**src/rtl/lot_pkg.sv**
```systemverilog
package lot_pkg;

  localparam int SEG_W   = 7;
  localparam int N_DIGIT = 6;

  typedef enum logic [4:0] {
    GL_0, GL_1, GL_2, GL_3, GL_4, GL_5, GL_6, GL_7, GL_8, GL_9,
    GL_F, GL_U, GL_L, GL_C, GL_E, GL_A, GL_R, GL_BLANK
  } glyph_t;

endpackage

```
**src/rtl/lot_sat_counter.sv**
```systemverilog
module lot_sat_counter #(
  parameter int CAPACITY = 25,
  parameter int CNT_W    = $clog2(CAPACITY + 1)
) (
  input  logic             clk,
  input  logic             rst,
  input  logic             inc,
  input  logic             dec,
  output logic [CNT_W-1:0] count
);

  localparam logic [CNT_W-1:0] CAP_V = CNT_W'(CAPACITY);
  localparam logic [CNT_W-1:0] ONE_V = CNT_W'(1);

  logic step_up;
  logic step_down;

  always_comb begin
    step_up   = inc && !dec && (count != CAP_V);
    step_down = dec && !inc && (count != '0);
  end

  always_ff @(posedge clk) begin
    if (rst)            count <= '0;
    else if (step_up)   count <= count + ONE_V;
    else if (step_down) count <= count - ONE_V;
  end

  // the count stays inside 0..CAPACITY
  a_r3_no_overflow: assert property (@(posedge clk) disable iff (rst)
    count <= CAP_V);

  // a lone inc below the ceiling adds one
  a_r2_inc_step: assert property (@(posedge clk) disable iff (rst)
    (inc && !dec && count < CAP_V) |=> (count == $past(count) + ONE_V));

  // a lone dec above the floor subtracts one
  a_r4_dec_step: assert property (@(posedge clk) disable iff (rst)
    (dec && !inc && count != '0) |=> (count == $past(count) - ONE_V));

  // inc at the ceiling holds
  a_r3_hold_full: assert property (@(posedge clk) disable iff (rst)
    (inc && !dec && count == CAP_V) |=> (count == CAP_V));

  // dec at the floor holds
  a_r5_hold_empty: assert property (@(posedge clk) disable iff (rst)
    (dec && !inc && count == '0) |=> (count == '0));

  // simultaneous pulses leave the count alone
  a_r6_both_hold: assert property (@(posedge clk) disable iff (rst)
    (inc && dec) |=> $stable(count));

endmodule

```
**src/rtl/lot_dec_split.sv**
```systemverilog
module lot_dec_split #(
  parameter int CNT_W = 5,
  parameter int N_DEC = 2
) (
  input  logic [CNT_W-1:0]   value,
  output logic [N_DEC*4-1:0] bcd
);

  for (genvar k = 0; k < N_DEC; k++) begin : g_digit
    localparam int WEIGHT = 10 ** k;
    always_comb begin
      bcd[k*4 +: 4] = 4'((int'(value) / WEIGHT) % 10);
    end
  end

endmodule

```
**src/rtl/lot_glyph_select.sv**
```systemverilog
module lot_glyph_select
  import lot_pkg::*;
#(
  parameter int CAPACITY = 25,
  parameter int CNT_W    = 5
) (
  input  logic [CNT_W-1:0] count,
  input  logic [7:0]       bcd,
  output glyph_t           glyph [N_DIGIT]
);

  localparam logic [CNT_W-1:0] CAP_V = CNT_W'(CAPACITY);

  logic [3:0] tens;
  logic [3:0] units;

  always_comb begin
    tens  = bcd[7:4];
    units = bcd[3:0];
    for (int i = 0; i < N_DIGIT; i++) glyph[i] = GL_BLANK;
    glyph[0] = glyph_t'(5'(units));
    glyph[1] = (tens == 4'd0) ? GL_BLANK : glyph_t'(5'(tens));
    if (count == CAP_V) begin
      glyph[5] = GL_F;
      glyph[4] = GL_U;
      glyph[3] = GL_L;
      glyph[2] = GL_L;
    end else if (count == '0) begin
      glyph[5] = GL_C;
      glyph[4] = GL_L;
      glyph[3] = GL_E;
      glyph[2] = GL_A;
      glyph[1] = GL_R;
      glyph[0] = GL_0;
    end
  end

  // the units glyph is always a numeral
  always_comb begin
    a_r7_units_numeral: assert (glyph[0] <= GL_9);
  end

endmodule

```
**src/rtl/lot_seg_encode.sv**
```systemverilog
module lot_seg_encode
  import lot_pkg::*;
(
  input  glyph_t           glyph,
  output logic [SEG_W-1:0] seg_n
);

  always_comb begin
    unique case (glyph)
      GL_0:     seg_n = 7'h40;
      GL_1:     seg_n = 7'h79;
      GL_2:     seg_n = 7'h24;
      GL_3:     seg_n = 7'h30;
      GL_4:     seg_n = 7'h19;
      GL_5:     seg_n = 7'h12;
      GL_6:     seg_n = 7'h02;
      GL_7:     seg_n = 7'h78;
      GL_8:     seg_n = 7'h00;
      GL_9:     seg_n = 7'h10;
      GL_F:     seg_n = 7'h0E;
      GL_U:     seg_n = 7'h41;
      GL_L:     seg_n = 7'h47;
      GL_C:     seg_n = 7'h46;
      GL_E:     seg_n = 7'h06;
      GL_A:     seg_n = 7'h08;
      GL_R:     seg_n = 7'h2F;
      default:  seg_n = 7'h7F;
    endcase
  end

endmodule

```
**src/rtl/lot_occupancy_display.sv**
```systemverilog
module lot_occupancy_display
  import lot_pkg::*;
#(
  parameter int CAPACITY = 25
) (
  input  logic             clk,
  input  logic             rst,
  input  logic             inc_pulse,
  input  logic             dec_pulse,
  input  logic             sense_a,
  input  logic             sense_b,
  output logic [SEG_W-1:0] seg0,
  output logic [SEG_W-1:0] seg1,
  output logic [SEG_W-1:0] seg2,
  output logic [SEG_W-1:0] seg3,
  output logic [SEG_W-1:0] seg4,
  output logic [SEG_W-1:0] seg5,
  output logic             led_red,
  output logic             led_green
);

  localparam int CNT_W = $clog2(CAPACITY + 1);
  localparam int N_DEC = 2;
  localparam logic [CNT_W-1:0] CAP_V = CNT_W'(CAPACITY);

  logic [CNT_W-1:0]   count;
  logic [N_DEC*4-1:0] bcd;
  glyph_t             glyph [N_DIGIT];
  logic [SEG_W-1:0]   seg_arr [N_DIGIT];

  lot_sat_counter #(.CAPACITY(CAPACITY), .CNT_W(CNT_W)) i_count (
    .clk   (clk),
    .rst   (rst),
    .inc   (inc_pulse),
    .dec   (dec_pulse),
    .count (count)
  );

  lot_dec_split #(.CNT_W(CNT_W), .N_DEC(N_DEC)) i_split (
    .value (count),
    .bcd   (bcd)
  );

  lot_glyph_select #(.CAPACITY(CAPACITY), .CNT_W(CNT_W)) i_select (
    .count (count),
    .bcd   (bcd),
    .glyph (glyph)
  );

  for (genvar d = 0; d < N_DIGIT; d++) begin : g_enc
    lot_seg_encode i_enc (
      .glyph (glyph[d]),
      .seg_n (seg_arr[d])
    );
  end

  assign seg0      = seg_arr[0];
  assign seg1      = seg_arr[1];
  assign seg2      = seg_arr[2];
  assign seg3      = seg_arr[3];
  assign seg4      = seg_arr[4];
  assign seg5      = seg_arr[5];
  assign led_red   = sense_a;
  assign led_green = sense_b;

  // a full lot spells FULL on the upper four digits
  a_r8_full_word: assert property (@(posedge clk) disable iff (rst)
    (count == CAP_V) |-> (seg5 == 7'h0E && seg4 == 7'h41 &&
                          seg3 == 7'h47 && seg2 == 7'h47));

  // an empty lot spells CLEAr and shows 0
  a_r9_clear_word: assert property (@(posedge clk) disable iff (rst)
    (count == '0) |-> (seg5 == 7'h46 && seg4 == 7'h47 && seg3 == 7'h06 &&
                       seg2 == 7'h08 && seg1 == 7'h2F && seg0 == 7'h40));

  // a partly filled lot leaves the upper four digits dark
  a_r7_blank_upper: assert property (@(posedge clk) disable iff (rst)
    (count != '0 && count != CAP_V) |-> (seg5 == 7'h7F && seg4 == 7'h7F &&
                                         seg3 == 7'h7F && seg2 == 7'h7F));

  // the cycle after reset shows the empty word
  a_r1_reset_clear: assert property (@(posedge clk)
    rst |=> (seg0 == 7'h40 && seg1 == 7'h2F));

endmodule

```
**config.mk**
```make
export PLATFORM = sky130hd
export DESIGN_NAME = lot_occupancy_display
export DESIGN_NICKNAME = d
export VERILOG_FILES = /design/src/rtl/lot_pkg.sv /design/src/rtl/lot_sat_counter.sv /design/src/rtl/lot_dec_split.sv /design/src/rtl/lot_glyph_select.sv /design/src/rtl/lot_seg_encode.sv /design/src/rtl/lot_occupancy_display.sv
export SDC_FILE = /design/constraint.sdc
export NUM_CORES = 1
export LEC_CHECK = 0
export BUFFER_PORTS_ARGS = -buffer_cell sky130_fd_sc_hd__buf_4
export CAP_MARGIN = 15
export CELL_PAD_IN_SITES_DETAIL_PLACEMENT = 1
export CELL_PAD_IN_SITES_GLOBAL_PLACEMENT = 1
export CORE_MARGIN = 2
export CORE_UTILIZATION = 35
export DETAILED_ROUTE_END_ITERATION = 10
export PLACE_DENSITY = 0.74
export SYNTH_ARGS = -nofsm -noshare
export SYNTH_HDL_FRONTEND = slang
export SYNTH_HIERARCHICAL = 1
export SYNTH_SLANG_ARGS = --single-unit
```
**constraint.sdc**
```tcl
create_clock -name clk -period 3.1 [get_ports clk]
set_input_delay 0 -clock clk [delete_from_list [all_inputs] [get_ports clk]]
set_output_delay 0 -clock clk [all_outputs]
set_load 0.02 [all_outputs]
```
==> flow_metrics.py, run 1 <==
metrics = {
    "outcome": {
        "status": "completed",
    },
    "min_path": {
        "min_from": "sense_a",
        "hp-class": "input pin to output port",
    },
    "sta": {
        "worst_pin_slew_ns": 0.572,
        "fmaxAchievable_mhz": 361,
        "drv_slew": 0,
        "fin_crit_ns": 2.77,
        "fin_crit_sh_pct": 89.5,
        "rsz0062_at_grt": "no",
        "setup_viol": 0,
        "slew-limit-headroom_pct": 61.4,
        "hold_violations": 0,
        "finalSetupTns_ns": 0,
        "fin_skew_ns": 0.00408,
    },
    "die": {
        "pin_count": 50,
        "core-area_sq_um": 7330,
        "design.die.area_sq_um": 8330,
        "die_y_microns": 91.3,
        "row_count": 31,
        "die_w_microns": 91.3,
        "start_util_pct": 36.4,
    },
    "cells_and_area": {
        "reg_top3": "i_count/count (5)",
        "mostFrequentLayoutCell": "buf_4",
        "largest_register_ffs": 5,
        "largest_register": "i_count/count",
        "areaGrowthSynthToFinish_pct": 11.2,
        "final_cell_mix": "buf_4 (54), ha_1 (40), nor2_1 (25)",
        "nets": 413,
        "layout-drive-gt1-share_pct": 25.8,
        "finish.utilization_pct": 40.4,
        "diodes": 0,
        "final_cells": 464,
        "fillers": 917,
    },
    "logic_synthesis": {
        "syn_inst": 339,
        "async_flop_share_pct": 0,
        "netlist_area_sq_um": 2670,
        "ys.flop_type": "dfxtp_1",
        "synth.avg_cell_area_sq_um": 7.86,
        "synth_edf_count": 0,
        "ys_seq_elements": 5,
        "ys_types": 49,
        "synth_seq_area_share_pct": 3.76,
        "ys_warn_count": 6,
    },
    "critical_path": {
        "startpoint": "i_count/count[3]$_SDFFE_PP0P_",
        "crit_type": "flip-flop to output port",
        "r2r_slack_ns": 0.60,
        "path_max_fanout": 5,
        "required_ns": 3.10,
        "endpoint": "seg1[0]",
        "worstPathArrival_ns": 2.77,
        "end_kind": "output port",
        "ff2ff_path_depth": 9,
        "start_kind": "flip-flop",
        "r2r-end": "i_count/count[4]$_SDFFE_PP0P_",
        "r2r-start": "i_count/count[1]$_SDFFE_PP0P_",
    },
    "drt": {
        "drt-total-wl_mm": 6.24,
        "drtIter0Drc": 66,
        "via_per_inst": 5.09,
        "vias": 2361,
        "first_pass_iters": 4,
        "wl_per_cell_microns": 13.4,
        "antenna_left": 0,
        "drc_errors": 0,
    },
    "power_and_ir_drop": {
        "irDropWorstVdd_mv": 0.338,
        "power.total_uw": 2630,
        "leakagePower_uw": 0.00138,
        "powerDensity_nw_per_um2": 888,
    },
    "clocking": {
        "ctsLongestPathBuffers": 2,
        "post_cts_resized": 0,
        "clk_pin_slew_ns": 0.03,
        "cts.sinks": 5,
        "clk_latency_ns": 0.22,
        "cts_max_level": 1,
        "tritoncts": "built",
        "cts_buffers": 3,
        "cts_root_buf": "clkbuf_8",
    },
    "place": {
        "hpwl_mm": 5.03,
        "io_buffers": 45,
        "place_inst": 459,
        "routabilityCongestion": 0.842,
    },
    "run": {
        "maxCapViolCount": 0,
    },
    "grt": {
        "grt_antenna_before_repair": 0,
        "grt_max_degree": 67,
        "grt_pass1_vias": 2391,
        "grt_pass1_wl_mm": 11.0,
        "globalRouteTotalUtil_pct": 15.1,
        "grt_overflow": 0,
    },
}
-- power breakdown --
group          switching, uW  internal [uW]
combinational           1400           1020
sequential              17.6           77.2
clock                   31.5           88.2
total                   1450           1180
-- routing by layer --
| layer | track usage [%] | wire, microns |
|---|---|---|
| met3 | 1.08 | 119 |
| met4 | 2.65 | 27 |
| met5 | 0 | 0 |
| met2 | 29.0 | 3260 |
| met1 | 18.5 | 2830 |
-- kinds of logic (layout without fill, tap and decap cells) --
| group | count (synthesis) | after routing | share of synthesized area [%] |
|---|---|---|---|
| AO/OA/AOI/OAI | 87 | 87 | 24.1 |
| XOR/XNOR | 7 | 7 | 3.99 |
| adder cells (fa/ha/maj) | 42 | 42 | 20.0 |
| buffers and inverters | 57 | 82 | 14.8 |
| flip-flops | 5 | 5 | 3.76 |
| multiplexers | 19 | 19 | 8.26 |
| other | 2 | 3 | 0.282 |
| AND/OR/NAND/NOR | 120 | 120 | 24.8 |
-- repair_timing --
item | CTS | global route
hold endpoints to repair | 1 | 0
setup buffers | 0 | 0
hold buffers | 1 | 0
-- final cells by class --
cell class	count	area [sq um]	share of cell area, %
timing repair buffer	56	435	14.7
multi-input combinational	278	2180	73.4
sequential	5	100	3.38
inverter	22	82.6	2.79
tap	99	124	4.18
clock buffer	4	45.0	1.52
-- stage by stage --
step	setup WS (ns)	cell area, sq um	hold WS (ns)
after floorplan	0.625	2670	0.0691
after global placement	0.582	2910	0.000236
after detailed placement	0.532	2910	0.000236
after CTS	0.297	2960	0.000236
after global routing	0.0470	2960	0.0000292
final	0.326	2960	0.00000884
-- worst max-delay path, cell delays in order (launching register included) --
cell and delay, ns:
dfxtp_1 0.34, or2_1 0.28, ha_1 0.31, nor2b_1 0.19
a21oi_1 0.09, a21o_1 0.17, nor2_1 0.11, nor2_1 0.11
ha_1 0.26, mux2_4 0.28, mux2i_1 0.17, nand2_1 0.08
buf_4 0.16
-- worst min path at each step --
stage	cells after the start	slack, ns	endpoint
floorplan	1	0.07	i_count/count[1]$_SDFFE_PP0P_
global placement	0	0.0002	led_red
detailed placement	0	0.0002	led_red
CTS	0	0.0002	led_red
global route	0	0.00003	led_red
finish	0	0.000009	led_red
-- synth_stat cells (all sizes together), types with 6 or more instances --
master  count  area share (%)
mux2        6             3.4
nand3      17             3.2
and2b       7             2.0
and3b       7             2.3
nor2b      10             2.3
ha         40              19
buf        35              12
a211oi      7             2.0
a21oi      13             2.4
a21boi      7             2.0
nand2b     10             2.3
nor2       25             3.5
mux2i      13             4.9
xor2        7             4.0
nand2      23             3.2
and2        8             2.5
o211ai     19             5.4
o31a        6             2.0
o21ai      22             5.0
inv        22             3.1
Note: power is estimated with default switching activity, not from simulation.
==> run 2: changes to the inputs <==
--- a/config.mk
+++ b/config.mk
@@ -9,10 +9,12 @@
 export CAP_MARGIN = 15
 export CELL_PAD_IN_SITES_DETAIL_PLACEMENT = 1
 export CELL_PAD_IN_SITES_GLOBAL_PLACEMENT = 1
+export CORE_ASPECT_RATIO = 2
 export CORE_MARGIN = 2
 export CORE_UTILIZATION = 35
 export DETAILED_ROUTE_END_ITERATION = 10
 export PLACE_DENSITY = 0.74
+export SETUP_SLACK_MARGIN = 0.3
 export SYNTH_ARGS = -nofsm -noshare
 export SYNTH_HDL_FRONTEND = slang
 export SYNTH_HIERARCHICAL = 1
==> run 2 against run 1 <==
Clock power rose by 75%. Global-route usage fell by 0.55 points. Setup slack improved by 0.14 ns. Flip-flop and latch count did not move. Non-clock buffer count rose by 10. Design area rose by 5.4%. Register-to-register slack got worse by 0.07 ns. Final cell count rose by 1.1%. Via count rose by 1.2%. Die area rose by 0.51%. Largest power group unchanged.
==> flow_metrics.py, run 2 (synthesized netlist as in run 1, its figures left out) <==
metrics = {
    "die": {
        "die_w_microns": 65.7,
        "pin_count": 50,
        "core-area_sq_um": 7490,
        "row_count": 45,
        "design.die.area_sq_um": 8370,
        "start_util_pct": 35.6,
        "die_y_microns": 127,
    },
    "grt": {
        "grt_overflow": 0,
        "grt_max_degree": 67,
        "globalRouteTotalUtil_pct": 14.6,
        "grt_pass1_wl_mm": 10.4,
        "grt_antenna_before_repair": 0,
        "grt_pass1_vias": 2325,
    },
    "sta": {
        "finalSetupTns_ns": 0,
        "setup_viol": 0,
        "fin_crit_ns": 2.63,
        "fmaxAchievable_mhz": 380,
        "drv_slew": 0,
        "rsz0062_at_grt": "no",
        "fin_skew_ns": 0.00163,
        "fin_crit_sh_pct": 84.9,
        "hold_violations": 0,
        "setup_slack_ns": 0.468,
    },
    "critical_path": {
        "path_max_fanout": 9,
        "r2r-end": "i_count/count[4]$_SDFFE_PP0P_",
        "crit_type": "flip-flop to output port",
        "cp_slowest_cell": "dfxtp_4",
        "start_kind": "flip-flop",
        "critPathMaxStageDelay_ns": 0.36,
        "required_ns": 3.10,
        "worstPathArrival_ns": 2.63,
        "r2r-start": "i_count/count[1]$_SDFFE_PP0P_",
        "end_kind": "output port",
        "ff2ff_path_depth": 9,
        "r2r_slack_ns": 0.53,
        "path_cells": "or2_4 -> ha_4 -> and3b_1 -> o22ai_1 -> o211ai_1 -> and2_4 -> inv_2 -> ha_2 -> mux2_4 -> mux2i_1 -> nand2_1 -> buf_4",
    },
    "power_and_ir_drop": {
        "intPower_uw": 1360,
        "power_frac_comb_pct": 88.5,
        "powerDensity_nw_per_um2": 909,
        "irDropWorstVdd_mv": 0.515,
        "leakagePower_uw": 0.00143,
        "swShare_pct": 52.1,
        "p_clk_share_pct": 7.4,
        "netSwitchingPower_uw": 1480,
        "power.total_uw": 2840,
        "seq_power_share_pct": 4.1,
    },
    "drt": {
        "first_pass_iters": 4,
        "drtIter0Drc": 73,
        "via_per_inst": 5.10,
        "vias": 2390,
        "drt-total-wl_mm": 6.19,
        "drc_errors": 0,
        "antenna_left": 0,
        "wl_per_cell_microns": 13.2,
    },
    "cells_and_area": {
        "final_cell_mix": "buf_4 (63), ha_1 (38), nor2_1 (23)",
        "layout-drive-gt1-share_pct": 32.0,
        "areaGrowthSynthToFinish_pct": 17.2,
        "nets": 423,
        "diodes": 0,
        "reg_top3": "i_count/count (5)",
        "fillers": 916,
        "mostFrequentLayoutCell": "buf_4",
        "largest_register": "i_count/count",
        "largest_register_ffs": 5,
    },
    "clocking": {
        "clk_pin_slew_ns": 0.03,
        "ctsLongestPathBuffers": 2,
        "tritoncts": "built",
        "cts_max_level": 1,
        "cts_buffers": 3,
        "clk_latency_ns": 0.23,
        "cts.sinks": 5,
        "cts_root_buf": "clkbuf_16",
    },
    "min_path": {
        "hp-class": "input pin to output port",
        "min_from": "sense_a",
        "hold_path_depth": 0,
        "hold_end": "led_red",
    },
    "run": {
        "maxCapViolCount": 0,
    },
    "place": {
        "routabilityCongestion": 0.879,
        "io_buffers": 45,
        "hpwl_mm": 4.74,
        "dp_slack_ns": 0.381,
    },
    "outcome": {
        "status": "completed",
    },
}
[run 2: changes by cell type in the layout (fill, tap and decap cells not counted), sizes merged]
| cell | before | now |
|---|---|---|
| buf | 55 | 65 |
| clkbuf | 4 | 3 |
| clkinv | 0 | 1 |
| clkinvlp | 0 | 2 |
| inv | 22 | 20 |
[run 2: how the worst max path moves through the flow]
stage                                              from      end  slack [ns]
after floorplan           i_count/count[3]$_SDFFE_PP0P_  seg1[5]        0.63
after global placement    i_count/count[3]$_SDFFE_PP0P_  seg0[0]        0.50
after detailed placement  i_count/count[3]$_SDFFE_PP0P_  seg0[0]        0.38
after CTS                 i_count/count[2]$_SDFFE_PP0P_  seg2[0]        0.30
after global routing      i_count/count[2]$_SDFFE_PP0P_  seg3[0]        0.31
final                     i_count/count[2]$_SDFFE_PP0P_  seg0[0]        0.47
[run 2: stage by stage]
step | instance area, sq um | util [%] | std cells | hold slack [ns]
after floorplan | 2670 | - | 340 | 0.0691
after global placement | 2860 | 38.2 | 449 | 0.000137
after detailed placement | 2860 | 38.2 | 449 | 0.000137
after CTS | 3000 | 40.1 | 458 | 0.000137
after global routing | 3120 | 41.7 | 469 | 0.000126
final | 3120 | 41.7 | 469 | 0.0000319
[run 2: final cells by class]
cell class                 count  area (sq um)  area share [%]
clock inverter                 1          5.00           0.160
inverter                      22          90.1            2.88
sequential                     5           110            3.53
multi-input combinational    278          2210            70.8
clock buffer                   3          75.1            2.40
timing repair buffer          66           514            16.5
tap                           94           118            3.77
[run 2: power groups by stage]
stage / Clock, uW / Sequential (uW) / Combinational, uW
2_1_floorplan: 0 / 109 / 1870
3_3_place_gp: 0 / 119 / 2300
3_5_place_dp: 0 / 122 / 2370
4_1_cts: 215 / 116 / 2410
5_1_grt: 220 / 121 / 2760
6_report: 210 / 116 / 2510
[run 2: critical path: cells and delay by family, from the launching register on]
family	cells	cell delay [ns]
buffers and inverters	2	0.21
AOI/OAI and AO/OA	2	0.27
adders and majority gates	2	0.40
and+or+nand+nor	4	0.75
muxes	2	0.40
DFF	1	0.36
[run 2: per-layer routing]
metal  part of all wire, %  wire length (microns)  up-vias  track usage [%]
li1                      -                      -     1232                -
met1                    44                   2730     1119             17.8
met2                    53                   3280       35             27.5
met3                   2.4                    151        4             1.32
met4                  0.40                     25        0             1.84
met5                     0                      0        -                0
[run 2: timing repair]
item | CTS | global route
gates resized for setup | 7 | 12
setup buffers | 4 | 11
gates cloned | 0 | 0
pin swaps | 0 | 5
endpoints found under the hold margin | 4 | 0
hold buffers | 1 | 0
endpoints found under the setup margin | 22 | 22
==> run 3: changes to the inputs <==
==> constraint.sdc (replaced) <==
create_clock -name clk -period 2.5 [get_ports clk]
set_input_delay 0 -clock clk [delete_from_list [all_inputs] [get_ports clk]]
set_output_delay 0 -clock clk [all_outputs]
set_load 0.02 [all_outputs]
==> run 3 against run 2 <==
The flow now finishes with violations (negative setup slack). Clock-buffer cell count increased by 1. Sequential power is essentially flat. Non-clock buffer count up 44. Utilization increased by 12 points. Critical path depth down 2. Setup slack lost 0.59 ns. Final cell count grew 9.4%. Via count increased by 14%. Global-route usage grew 3.3 points. Die area is the same. Sequential share of layout area decreased by 0.93 points. Flip-flop and latch count unchanged. Critical path type unchanged. Largest power group unchanged.
==> flow_metrics.py, run 3 (synthesized netlist as in run 1, its figures left out) <==
metrics = {
    "drt": {
        "via_per_inst": 5.29,
        "vias": 2715,
        "drc_errors": 0,
        "antenna_left": 0,
        "drtIter0Drc": 126,
        "first_pass_iters": 4,
        "drt-total-wl_mm": 9.02,
        "wl_per_cell_microns": 17.6,
    },
    "critical_path": {
        "critPathMaxStageDelay_ns": 0.54,
        "path_cells": "buf_4 -> or4_4 -> clkinvlp_4 -> nor2_4 -> buf_4 -> ha_4 -> mux2_4 -> mux2i_1 -> nand2_1 -> buf_6",
        "path_max_fanout": 14,
        "end_kind": "output port",
        "worstPathArrival_ns": 2.63,
        "start_kind": "flip-flop",
        "crit_type": "flip-flop to output port",
        "crit_path_frequent_cell": "buf_4",
        "required_ns": 2.50,
        "ff2ff_path_depth": 10,
        "r2r_slack_ns": 0.31,
        "r2r-end": "i_count/count[4]$_SDFFE_PP0P_",
        "crit_family": "simple AND/OR/NAND/NOR gates",
        "r2r-start": "i_count/count[1]$_SDFFE_PP0P_",
        "path_buf_inv": 4,
        "cp_slowest_cell": "or4_4",
    },
    "die": {
        "start_util_pct": 35.6,
        "core-area_sq_um": 7490,
        "die_y_microns": 127,
        "pin_count": 50,
        "die_w_microns": 65.7,
        "row_count": 45,
        "design.die.area_sq_um": 8370,
    },
    "power_and_ir_drop": {
        "powerDensity_nw_per_um2": 1200,
        "p_clk_share_pct": 5.9,
        "leakagePower_uw": 0.00178,
        "netSwitchingPower_uw": 2360,
        "irDropWorstVdd_mv": 0.523,
        "power_frac_comb_pct": 91.7,
        "swShare_pct": 48.4,
        "seq_power_share_pct": 2.4,
        "intPower_uw": 2510,
        "power.total_uw": 4870,
    },
    "place": {
        "routabilityCongestion": 0.806,
        "hpwl_mm": 5.05,
        "io_buffers": 45,
        "dp_slack_ns": -0.0102,
        "place_inst": 462,
    },
    "clocking": {
        "clk_pin_slew_ns": 0.03,
        "cts_root_buf": "clkbuf_16",
        "cts.sinks": 5,
        "ctsLongestPathBuffers": 2,
        "cts_buffers": 3,
        "tritoncts": "built",
        "clk_latency_ns": 0.24,
        "cts_max_level": 1,
    },
    "cells_and_area": {
        "diodes": 0,
        "final_cells": 513,
        "layout-drive-gt1-share_pct": 51.6,
        "nets": 467,
        "fillers": 850,
        "areaGrowthSynthToFinish_pct": 51.7,
        "largest_register": "i_count/count",
        "mostFrequentLayoutCell": "buf_4",
        "final_cell_mix": "buf_4 (75), ha_1 (22), buf_6 (22)",
        "largest_register_ffs": 5,
        "reg_top3": "i_count/count (5)",
    },
    "grt": {
        "globalRouteTotalUtil_pct": 17.9,
        "grt_pass1_vias": 2581,
        "grt_antenna_before_repair": 0,
        "grt_pass1_wl_mm": 12.2,
        "grt_overflow": 0,
        "grt_max_degree": 16,
    },
    "outcome": {
        "status": "finished with violations",
        "violations": "negative setup slack",
    },
    "min_path": {
        "hp-class": "input pin to output port",
        "min_from": "sense_b",
        "hold_end": "led_green",
        "hold_path_depth": 0,
    },
    "sta": {
        "fin_skew_ns": 0.00415,
        "fin_crit_ns": 2.63,
        "drv_slew": 0,
        "setup_slack_ns": -0.126,
        "finalSetupTns_ns": -0.419,
        "setup_viol": 8,
        "rsz0062_at_grt": "yes",
        "fmaxAchievable_mhz": 381,
        "hold_violations": 0,
        "fin_crit_sh_pct": 105,
    },
    "run": {
        "maxCapViolCount": 0,
    },
}
[run 3: cell types whose count changed in the layout (fill, tap and decap cells not counted), sizes merged]
cell,before,now
buf,65,105
bufbuf,0,3
clkbuf,3,5
clkinv,1,0
clkinvlp,2,3
inv,20,19
[run 3: final cells by class]
class / count / area [sq um] / area share, %
multi-input combinational: 278 / 2530 / 62.5
timing repair buffer: 110 / 1100 / 27.3
tap: 94 / 118 / 2.91
inverter: 22 / 111 / 2.75
sequential: 5 / 105 / 2.60
clock buffer: 4 / 78.8 / 1.95
[run 3: worst max path at each step]
| stage | endpoint | startpoint | cells after the start |
|---|---|---|---|
| 5_1_grt | seg3[0] | i_count/count[3]$_SDFFE_PP0P_ | 10 |
| 6_report | seg3[0] | i_count/count[3]$_SDFFE_PP0P_ | 10 |
| 2_1_floorplan | seg0[3] | i_count/count[2]$_SDFFE_PP0P_ | 12 |
| 4_1_cts | seg0[0] | i_count/count[3]$_SDFFE_PP0P_ | 12 |
| 3_3_place_gp | seg0[0] | i_count/count[2]$_SDFFE_PP0P_ | 12 |
| 3_5_place_dp | seg0[0] | i_count/count[2]$_SDFFE_PP0P_ | 12 |
[run 3: power groups by stage]
| stage | Sequential (uW) | Combinational [uW] | Clock (uW) |
|---|---|---|---|
| 6_report | 118 | 4460 | 288 |
| 5_1_grt | 120 | 4760 | 295 |
| 4_1_cts | 116 | 3710 | 294 |
| 3_5_place_dp | 112 | 3180 | 0 |
| 3_3_place_gp | 109 | 3090 | 0 |
| 2_1_floorplan | 136 | 2420 | 0 |
[run 3: routing by layer]
layer,share of wire [%],GRT usage [%],up-vias
li1,-,-,1328
met1,40,19.8,1338
met2,57,35.3,42
met3,1.8,0.792,7
met4,1.5,4.78,0
met5,0,0,-
[run 3: metrics by stage]
stage,util (%),hold slack (ns),area [sq um]
after floorplan,-,0.0617,2750
after global placement,40.8,0.000149,3050
final,54.0,0.000167,4040
after detailed placement,40.8,0.000149,3050
after global routing,54.0,0.000118,4040
after CTS,47.6,0.000149,3560
[run 3: what timing repair did]
action	4_1_cts	5_1_grt
hold buffers	1	0
pin swaps	14	25
gates resized for setup	48	60
buffers inserted	17	25
endpoints found under the setup margin	43	44
hold endpoints to repair	4	0
gates cloned	3	1
